--- config.mk ---
export PLATFORM = sky130hd
export DESIGN_NAME = bmdma_chan_regs
export DESIGN_NICKNAME = d
export VERILOG_FILES = /design/src/rtl/bmdma_pkg.sv /design/src/rtl/bmdma_rst_sync.sv /design/src/rtl/bmdma_wr_decode.sv /design/src/rtl/bmdma_ctl_regs.sv /design/src/rtl/bmdma_ptr_reg.sv /design/src/rtl/bmdma_chan_regs.sv
export SDC_FILE = /design/constraint.sdc
export NUM_CORES = 1
export LEC_CHECK = 0
export BUFFER_PORTS_ARGS = -buffer_cell sky130_fd_sc_hd__buf_2
export CAP_MARGIN = 20
export CORE_MARGIN = 1.5
export CORE_UTILIZATION = 30
export DETAILED_ROUTE_END_ITERATION = 8
export PLACE_DENSITY_LB_ADDON = 0.12
export SLEW_MARGIN = 40
export SYNTH_ARGS = -nofsm -noshare
export SYNTH_HDL_FRONTEND = slang
export SYNTH_SLANG_ARGS = --single-unit
--- constraint.sdc ---
create_clock -name clk -period 6.4 [get_ports clk]
set_clock_uncertainty 0.05 [all_clocks]
set_input_delay 1.6 -clock clk [delete_from_list [all_inputs] [get_ports clk]]
set_output_delay 1.6 -clock clk [all_outputs]
set_load 0.02 [all_outputs]
--- src/rtl/bmdma_pkg.sv ---
package bmdma_pkg;
  // register byte offsets
  localparam int OFF_CTRL = 0;
  localparam int OFF_COND = 2;
  localparam int OFF_PTR  = 4;

  // control byte fields
  localparam int CTRL_RUN = 0;
  localparam int CTRL_DIR = 3;

  // condition byte fields
  localparam int COND_ACT  = 0;
  localparam int COND_FLT  = 1;
  localparam int COND_INT  = 2;
  localparam int COND_CAP0 = 5;
  localparam int COND_CAP1 = 6;

  localparam logic [1:0] CAP_RESET = 2'b11;

  typedef enum logic [1:0] {
    SZ_BYTE = 2'd0,
    SZ_HALF = 2'd1,
    SZ_WORD = 2'd2,
    SZ_BAD  = 2'd3
  } acc_size_e;
endpackage

--- src/rtl/bmdma_rst_sync.sv ---
module bmdma_rst_sync #(
  parameter int STAGES = 2
) (
  input  logic clk,
  input  logic rst_n,
  output logic rst_sync_n
);
  logic [STAGES-1:0] sync_q;

  always_ff @(posedge clk or negedge rst_n) begin
    if (!rst_n) sync_q <= '0;
    else        sync_q <= {sync_q[STAGES-2:0], 1'b1};
  end

  assign rst_sync_n = sync_q[STAGES-1];
endmodule

--- src/rtl/bmdma_wr_decode.sv ---
module bmdma_wr_decode
  import bmdma_pkg::*;
#(
  parameter int ADDR_W = 3
) (
  input  logic              clk,
  input  logic              rst_n,
  input  logic              bm_en,
  input  logic              req_valid,
  input  logic              req_write,
  input  logic [ADDR_W-1:0] req_addr,
  input  logic [1:0]        req_size,
  output logic              ctrl_we,
  output logic              cond_we,
  output logic              ptr_we,
  output logic              size_err
);
  logic acc, hit_ctrl, hit_cond, hit_ptr;
  logic byte_ok, word_ok, err_d, err_q;

  always_comb begin
    acc      = req_valid && req_write && bm_en;
    hit_ctrl = (req_addr == ADDR_W'(OFF_CTRL));
    hit_cond = (req_addr == ADDR_W'(OFF_COND));
    hit_ptr  = (req_addr == ADDR_W'(OFF_PTR));
    byte_ok  = (req_size == SZ_BYTE);
    word_ok  = (req_size == SZ_WORD);
    ctrl_we  = acc && hit_ctrl && byte_ok;
    cond_we  = acc && hit_cond && byte_ok;
    ptr_we   = acc && hit_ptr  && word_ok;
    err_d    = acc && ((hit_ctrl && !byte_ok) ||
                       (hit_cond && !byte_ok) ||
                       (hit_ptr  && !word_ok));
  end

  always_ff @(posedge clk or negedge rst_n) begin
    if (!rst_n) err_q <= 1'b0;
    else        err_q <= err_d;
  end

  assign size_err = err_q;
endmodule

--- src/rtl/bmdma_ctl_regs.sv ---
module bmdma_ctl_regs
  import bmdma_pkg::*;
(
  input  logic       clk,
  input  logic       rst_n,
  input  logic       ctrl_we,
  input  logic       cond_we,
  input  logic       wr_run,
  input  logic       wr_dir,
  input  logic       wr_flt,
  input  logic       wr_int,
  input  logic [1:0] wr_cap,
  input  logic       dma_done,
  input  logic       dma_fault,
  output logic [7:0] ctrl_byte,
  output logic [7:0] cond_byte,
  output logic       start_fire,
  output logic       active,
  output logic       int_pend,
  output logic       start_req,
  output logic       abort_req
);
  logic       run_q, dir_q, act_q, flt_q, int_q;
  logic [1:0] cap_q;
  logic       run_d, dir_d, act_d, flt_d, int_d;
  logic [1:0] cap_d;
  logic       abort_fire, upd_en;
  logic       start_req_q, abort_req_q;

  // next state: host write first, engine events last (they win)
  always_comb begin
    run_d      = run_q;
    dir_d      = dir_q;
    act_d      = act_q;
    flt_d      = flt_q;
    int_d      = int_q;
    cap_d      = cap_q;
    start_fire = 1'b0;
    abort_fire = 1'b0;
    if (ctrl_we) begin
      run_d = wr_run;
      dir_d = wr_dir;
      if (!dma_done) begin
        if (!run_q && wr_run) begin
          start_fire = 1'b1;
          act_d      = 1'b1;
        end else if (run_q && !wr_run) begin
          abort_fire = 1'b1;
          act_d      = 1'b0;
        end
      end
    end
    if (cond_we) begin
      if (wr_flt) flt_d = 1'b0;
      if (wr_int) int_d = 1'b0;
      cap_d = wr_cap;
    end
    if (dma_fault) flt_d = 1'b1;
    if (dma_done) begin
      run_d = 1'b0;
      act_d = 1'b0;
      int_d = 1'b1;
    end
    upd_en = ctrl_we || cond_we || dma_fault || dma_done;
  end

  always_ff @(posedge clk or negedge rst_n) begin
    if (!rst_n) begin
      run_q <= 1'b0;
      dir_q <= 1'b0;
      act_q <= 1'b0;
      flt_q <= 1'b0;
      int_q <= 1'b0;
      cap_q <= CAP_RESET;
    end else if (upd_en) begin
      run_q <= run_d;
      dir_q <= dir_d;
      act_q <= act_d;
      flt_q <= flt_d;
      int_q <= int_d;
      cap_q <= cap_d;
    end
  end

  always_ff @(posedge clk or negedge rst_n) begin
    if (!rst_n) begin
      start_req_q <= 1'b0;
      abort_req_q <= 1'b0;
    end else begin
      start_req_q <= start_fire;
      abort_req_q <= abort_fire;
    end
  end

  always_comb begin
    ctrl_byte           = '0;
    ctrl_byte[CTRL_RUN] = run_q;
    ctrl_byte[CTRL_DIR] = dir_q;
    cond_byte            = '0;
    cond_byte[COND_ACT]  = act_q;
    cond_byte[COND_FLT]  = flt_q;
    cond_byte[COND_INT]  = int_q;
    cond_byte[COND_CAP0] = cap_q[0];
    cond_byte[COND_CAP1] = cap_q[1];
  end

  assign active    = act_q;
  assign int_pend  = int_q;
  assign start_req = start_req_q;
  assign abort_req = abort_req_q;
endmodule

--- src/rtl/bmdma_ptr_reg.sv ---
module bmdma_ptr_reg #(
  parameter int PTR_W     = 32,
  parameter int ALIGN_LSB = 2
) (
  input  logic             clk,
  input  logic             rst_n,
  input  logic             ptr_we,
  input  logic [PTR_W-1:0] wdata,
  input  logic             start_fire,
  output logic [PTR_W-1:0] ptr,
  output logic [PTR_W-1:0] start_ptr
);
  localparam logic [PTR_W-1:0] ALIGN_MASK = ~((PTR_W'(1) << ALIGN_LSB) - PTR_W'(1));

  logic [PTR_W-1:0] ptr_q, ptr_d, sptr_q;

  always_comb ptr_d = wdata & ALIGN_MASK;

  always_ff @(posedge clk or negedge rst_n) begin
    if (!rst_n)      ptr_q <= '0;
    else if (ptr_we) ptr_q <= ptr_d;
  end

  always_ff @(posedge clk or negedge rst_n) begin
    if (!rst_n)          sptr_q <= '0;
    else if (start_fire) sptr_q <= ptr_q;
  end

  assign ptr       = ptr_q;
  assign start_ptr = sptr_q;
endmodule

--- src/rtl/bmdma_chan_regs.sv ---
module bmdma_chan_regs
  import bmdma_pkg::*;
#(
  parameter int ADDR_W      = 3,
  parameter int DATA_W      = 32,
  parameter int SYNC_STAGES = 2
) (
  input  logic              clk,
  input  logic              rst_n,
  input  logic              bm_en,
  input  logic              req_valid,
  input  logic              req_write,
  input  logic [ADDR_W-1:0] req_addr,
  input  logic [1:0]        req_size,
  input  logic [DATA_W-1:0] req_wdata,
  output logic [DATA_W-1:0] rd_data,
  input  logic              dma_done,
  input  logic              dma_fault,
  output logic              start_req,
  output logic              abort_req,
  output logic [DATA_W-1:0] start_ptr,
  output logic              size_err,
  output logic              irq
);
  localparam int LANE_W = 2;

  logic              rst_i_n;
  logic              ctrl_we, cond_we, ptr_we, start_fire;
  logic              cs_active, cs_int;
  logic [7:0]        ctrl_byte, cond_byte;
  logic [DATA_W-1:0] ptr_val, rd_word;

  bmdma_rst_sync #(.STAGES(SYNC_STAGES)) i_rst (
    .clk(clk), .rst_n(rst_n), .rst_sync_n(rst_i_n)
  );

  bmdma_wr_decode #(.ADDR_W(ADDR_W)) i_dec (
    .clk(clk), .rst_n(rst_i_n), .bm_en(bm_en), .req_valid(req_valid),
    .req_write(req_write), .req_addr(req_addr), .req_size(req_size),
    .ctrl_we(ctrl_we), .cond_we(cond_we), .ptr_we(ptr_we), .size_err(size_err)
  );

  bmdma_ctl_regs i_ctl (
    .clk(clk), .rst_n(rst_i_n), .ctrl_we(ctrl_we), .cond_we(cond_we),
    .wr_run(req_wdata[CTRL_RUN]), .wr_dir(req_wdata[CTRL_DIR]),
    .wr_flt(req_wdata[COND_FLT]), .wr_int(req_wdata[COND_INT]),
    .wr_cap({req_wdata[COND_CAP1], req_wdata[COND_CAP0]}),
    .dma_done(dma_done), .dma_fault(dma_fault),
    .ctrl_byte(ctrl_byte), .cond_byte(cond_byte), .start_fire(start_fire),
    .active(cs_active), .int_pend(cs_int),
    .start_req(start_req), .abort_req(abort_req)
  );

  bmdma_ptr_reg #(.PTR_W(DATA_W), .ALIGN_LSB(2)) i_ptr (
    .clk(clk), .rst_n(rst_i_n), .ptr_we(ptr_we), .wdata(req_wdata),
    .start_fire(start_fire), .ptr(ptr_val), .start_ptr(start_ptr)
  );

  always_comb begin
    rd_word = '0;
    if (req_addr[ADDR_W-1:LANE_W] == '0)
      rd_word = DATA_W'({8'h00, cond_byte, 8'h00, ctrl_byte});
    else if (req_addr[ADDR_W-1:LANE_W] == (ADDR_W-LANE_W)'(1))
      rd_word = ptr_val;
    rd_data = rd_word >> {req_addr[LANE_W-1:0], 3'b000};
  end

  assign irq = cs_int;
endmodule

==> results of run 1 <==
## worst max-delay path, delay by kind of cell
family	cells	cell delay, ps
buffers and inverters	3	790
AND/OR/NAND/NOR	2	640
## registers in the layout, indices dropped and copies added, names as in the netlist
name / count
i_ptr.ptr: 30
i_ctl.int_pend: 1
i_rst.sync_q: 2
i_dec.size_err: 1
i_ptr.start_ptr: 30
i_ctl.dir_q: 1
i_ctl.abort_req: 1
i_ctl.cap_q: 2
i_ctl.active: 1
i_ctl.flt_q: 1
i_ctl.run_q: 1
i_ctl.start_req: 1
## cell usage in the layout, fill, tap and decap left out, types with 2 or more instances in the layout
cell,count
conb_1,3
or2_2,3
o31ai_1,2
inv_1,4
a2bb2oi_1,4
a21boi_0,2
mux2_2,33
clkbuf_16,9
dfstp_2,2
nand3_1,5
a31oi_1,2
buf_2,109
clkbuf_1,2
o21ai_0,2
nand2b_1,2
o2bb2ai_1,4
o22ai_1,7
mux2_4,29
a21oi_1,3
clkinv_2,4
nand2_1,8
mux2_1,4
o211a_1,2
mux2i_1,19
nor2_1,12
and2_1,11
buf_4,3
nor3b_1,2
dfrtp_1,69
## power by group through the flow
stage	clock (mW)	combinational, mW	sequential (mW)
after detailed placement	0	0.112	0.505
after global placement	0	0.111	0.504
after CTS	0.462	0.113	0.497
after floorplan	0	0.0695	0.503
final	0.449	0.111	0.496
after global routing	0.485	0.122	0.500
## per-layer routing
layer / up-vias / GRT usage [%]
li1: 1178 / -
met3: 11 / 2.86
met2: 76 / 24.4
met1: 1254 / 21.6
met4: 0 / 7.43
met5: - / 0
## final cells by class
type	count	area (um2)	area share, %
Multi-Input combinational cell	174	1600	36.0
Tap cell	143	179	4.03
Timing Repair Buffer	113	579	13.0
Clock buffer	12	246	5.55
Inverter	4	15.0	0.338
Clock inverter	4	20.0	0.451
Sequential cell	72	1810	40.6
## per-stage QoR
stage,utilization (%),setup WS (ps),cell area (um2)
5_1_grt,38.6,1620,4440
3_3_place_gp,36.2,1740,4170
2_1_floorplan,-,2130,3570
4_1_cts,38.6,1690,4440
6_report,38.6,1700,4440
3_5_place_dp,36.3,1690,4180
## kinds of logic after synthesis
family / count (synthesis)
and+or+nand+nor: 53
buffers and inverters: 23
DFF: 72
other: 2
muxes: 85
AOI/OAI and AO/OA: 33
## how the worst min path moves through the flow
| stage | slack (ps) | to |
|---|---|---|
| after detailed placement | 300 | i_rst.sync_q[1]$_DFF_PN0_ |
| after floorplan | 280 | i_rst.sync_q[1]$_DFF_PN0_ |
| after global routing | 320 | i_rst.sync_q[1]$_DFF_PN0_ |
| after CTS | 310 | i_rst.sync_q[1]$_DFF_PN0_ |
| final | 300 | i_rst.sync_q[1]$_DFF_PN0_ |
| after global placement | 290 | i_rst.sync_q[1]$_DFF_PN0_ |
==> flow_summary.yaml, run 1 <==
sta:
  period_share_pct: 73.4
  rsz0062_at_grt: "no"
  holdWs_ps: 302
  drv_slew: 0
  setup_viol: 0
  max_freq_mhz: 213
  slew_headroom_pct: 49.8
  hold_viol: 0
  fin_setup_tns_ps: 0
  tightest_slew_ps: 751
  fin_crit_ps: 4700
routing:
  drt-initial-drc-count: 147
  routed-wl-met3_um: 378
  drc: 5
  ant_nets: 0
  met2_length_um: 4330
  wl_met1_um: 4400
  top_layer: "met4"
  via_per_inst: 4.83
  vias: 2519
  drt-total-wl_um: 9290
  drt-pass1-iter-count: 7
  wire_per_inst_um: 17.8
worst_setup_path:
  path_common_cell: "buf_2"
  start_kind: "input port"
  reg2reg_depth: 4
  critPathMaxFanout: 20
  r2r_setup_slack_ps: 4040
  path_class: "in -> out"
  crit_end: "rd_data[25]"
  crit_path_start: "req_addr[2]"
  timing.rr.end: "i_ptr.start_ptr[30]$_DFFE_PN0P_"
  slowest_stage: "nor3b_1"
  r2r-start: "i_ctl.run_q$_DFFE_PN0P_"
  cp_slowest_stage_delay_ps: 500
  setup.worst_path.end_class: "primary output"
  critPathArrivalTime_ps: 3050
  crit_chain: "buf_2, nor3b_1, buf_4, and2_1, buf_2"
  crit_required_ps: 4750
power:
  leakagePower_nw: 2.44
  pwr-share-comb_pct: 10.5
  intPower_mw: 0.794
  pwr-share-seq_pct: 47.0
  clockPowerShare_pct: 42.5
  power_mw: 1.06
  p_sw_mw: 0.262
  p_per_area_mw_per_mm2: 238
  switching_share_pct: 24.8
  ir_drop_mv: 0.0977
yosys:
  synth-edff-count: 0
  synth_compound_area_share_pct: 6.77
  async_reset_ff_share_pct: 100
  yosys_warnings: 0
  synth-xor-area-share_pct: 0
  synth_top_cells_by_count: "dfrtp_1 (70), mux2_2 (33), mux2_4 (29)"
  seq_area_frac_synth_pct: 50.6
  synth_most_common_cell: "dfrtp_1"
  synthCells: 268
  synth_cell_types: 44
  netlist_area_mm2: 0.00357
  synthFlopType: "dfrtp_1"
  synth.area.top_cells: "dfrtp_1 (49%), mux2_4 (12%), mux2_2 (10%)"
  synth_top_area_share_pct: 49.1
  synth_area_leader_cell: "dfrtp_1"
  ys_seq_elements: 72
  synth_top_family_by_area: "multiplexers"
  synthSimpleGateAreaFrac_pct: 8.49
  syn_avg_cell_area_um2: 13.3
  synthMuxAreaShare_pct: 29.2
  synth-adder-area-share_pct: 0
final_layout:
  n_antenna_cell: 0
  fin_nets: 418
  instances_no_fill: 522
  drive_above_1_share_pct: 52.0
  area.growth.synth_to_final_pct: 24.6
  nFillCells: 1180
global_routing:
  grt_pass1_wl_um: 14900
  antenna_found_initial: 0
  grt_max_degree: 71
  grt_pass1_vias: 2616
  gr-total-overflow: 0
  grt_usage_pct: 15.8
floorplanning:
  dieArea_mm2: 0.0126
  die_x_um: 112
  start_util_pct: 31.0
  core.rowCount: 39
  core_area_mm2: 0.0115
  die_h_um: 112
  boundaryPins: 112
worst_hold_path:
  min_path_type: "reg -> reg"
  min_from: "i_rst.sync_q[0]$_DFF_PN0_"
  holdPathStages: 0
status:
  violations: "design-rule violations"
  status: "complete, but fails checks"
placed_design:
  dp_hpwl_um: 6630
  gp_congestion: 0.772
  portBuffers: 109
  dp.cells: 506
clock_tree:
  ctsResizeCount: 0
  root_buffer: "clkbuf_16"
  htree_num_levels: 3
  cts_sinks: 72
  clkTransAtPathRegs_ps: 50
  clkLatencyLatePin_ps: 330
  hold_buffers: 0
  post_cts_buffers: 0
  tritoncts: "yes"
  cts_buffer_depth: 2
  cts_buffers: 9
job:
  maxCapViolCount: 0
Note: power is estimated with default switching activity, not from simulation.
==> inputs of run 2 (changes only) <==
==> constraint.sdc (replaced) <==
create_clock -name clk -period 4.7 [get_ports clk]
set_clock_uncertainty 0.05 [all_clocks]
set_input_delay 1.175 -clock clk [delete_from_list [all_inputs] [get_ports clk]]
set_output_delay 1.175 -clock clk [all_outputs]
set_load 0.02 [all_outputs]
==> flow_summary.yaml, run 2 (synthesis gave the netlist of run 1 again) <==
global_routing:
  grt_pass1_vias: 2635
  grt_usage_pct: 15.8
  gr-total-overflow: 0
  gr-usage-met1_pct: 21.6
  grt_max_degree: 38
  use_met2_pct: 23.6
  grt_pass1_wl_um: 14900
  top_usage_layer: "met2"
  gr-usage-met3_pct: 4.54
  antenna_found_initial: 0
clock_tree:
  ctsResizeCount: 0
  root_buffer: "clkbuf_16"
  cts_sinks: 72
  htree_num_levels: 3
  cts_buffer_depth: 2
  cts_buffers: 9
  clkLatencyLatePin_ps: 330
  tritoncts: "yes"
  post_cts_buffers: 0
  hold_buffers: 0
  clkTransAtPathRegs_ps: 50
routing:
  drt-initial-drc-count: 162
  drt-total-wl_um: 9400
  ant_nets: 0
  vias: 2494
  via_per_inst: 4.75
  drt-pass1-iter-count: 8
  drc: 8
  wire_per_inst_um: 17.9
floorplanning:
  die_x_um: 112
  die_h_um: 112
  start_util_pct: 31.0
  core_area_mm2: 0.0115
  core.rowCount: 39
  dieArea_mm2: 0.0126
  boundaryPins: 112
power:
  pwr-share-comb_pct: 10.1
  power_mw: 1.46
  pwr-share-seq_pct: 46.6
  intPower_mw: 1.10
  clockPowerShare_pct: 43.3
  p_per_area_mw_per_mm2: 327
  leakagePower_nw: 2.45
  ir_drop_mv: 0.151
  p_sw_mw: 0.360
  switching_share_pct: 24.6
final_layout:
  drive_above_1_share_pct: 51.8
  n_antenna_cell: 0
  layout_commonest_cell: "buf_2"
  area.growth.synth_to_final_pct: 25.3
  instances_no_fill: 525
  nFillCells: 1132
  final_cell_mix: "buf_2 (109), dfrtp_1 (69), mux2_2 (33)"
  fin_nets: 421
worst_setup_path:
  reg2reg_depth: 4
  timing.rr.end: "i_ptr.start_ptr[3]$_DFFE_PN0P_"
  r2r-start: "i_ctl.run_q$_DFFE_PN0P_"
  critPathArrivalTime_ps: 2600
  path_class: "in -> out"
  start_kind: "input port"
  r2r_setup_slack_ps: 2390
  setup.worst_path.end_class: "primary output"
  crit_required_ps: 3470
  critPathMaxFanout: 20
placed_design:
  portBuffers: 109
  dp_hpwl_um: 6820
  dp.cells: 509
  gp_congestion: 0.740
  dp_slack_ps: 818
sta:
  period_share_pct: 81.5
  setup_viol: 0
  slew_headroom_pct: 52.0
  tightest_slew_ps: 718
  fin_setup_tns_ps: 0
  rsz0062_at_grt: "no"
  fin_crit_ps: 3830
  hold_viol: 0
  max_freq_mhz: 261
  holdWs_ps: 226
  fin_ws_ps: 870
  drv_slew: 0
job:
  maxCapViolCount: 0
worst_hold_path:
  min_path_type: "reg -> async"
status:
  status: "complete, but fails checks"
  violations: "design-rule violations"
[run 2: layout make-up]
class                      count  area (um2)  area share, %
multi-input combinational    174        1600           35.7
tap                          143         179           4.00
inverter                       4        15.0          0.336
clock inverter                 1        5.00          0.112
clock buffer                  15         268           5.99
sequential                    72        1810           40.4
timing repair buffer         116         598           13.4
[run 2: worst max-delay path, cell delays in order]
cell and delay [ps]:
buf_2 390, nor3b_1 480, buf_4 260, and2_1 130, buf_2 150
[run 2: metal layers]
layer / routed length (um) / vias up
li1: - / 1196
met1: 4490 / 1218
met2: 4250 / 66
met3: 458 / 14
met4: 194 / 0
met5: 0 / -
[run 2: stage by stage]
step	utilization [%]	instance area (um2)
2_1_floorplan	-	3570
4_1_cts	38.8	4470
3_3_place_gp	36.4	4200
5_1_grt	38.8	4470
3_5_place_dp	36.4	4200
6_report	38.8	4470
[run 2: how the worst max path moves through the flow]
stage	start	endpoint	slack, ps	depth (start not counted)
floorplan	req_addr[1]	rd_data[1]	1280	4
global placement	req_addr[2]	rd_data[3]	930	5
detailed placement	req_addr[2]	rd_data[31]	820	5
CTS	req_addr[2]	rd_data[31]	830	5
global route	req_addr[2]	rd_data[25]	680	5
finish	req_addr[2]	rd_data[31]	870	5
[run 2: power groups by stage]
stage	sequential (mW)	combinational, mW	clock [mW]
after global placement	0.693	0.147	0
after detailed placement	0.694	0.149	0
after global routing	0.687	0.163	0.684
after floorplan	0.685	0.0947	0
after CTS	0.682	0.150	0.652
final	0.681	0.148	0.632
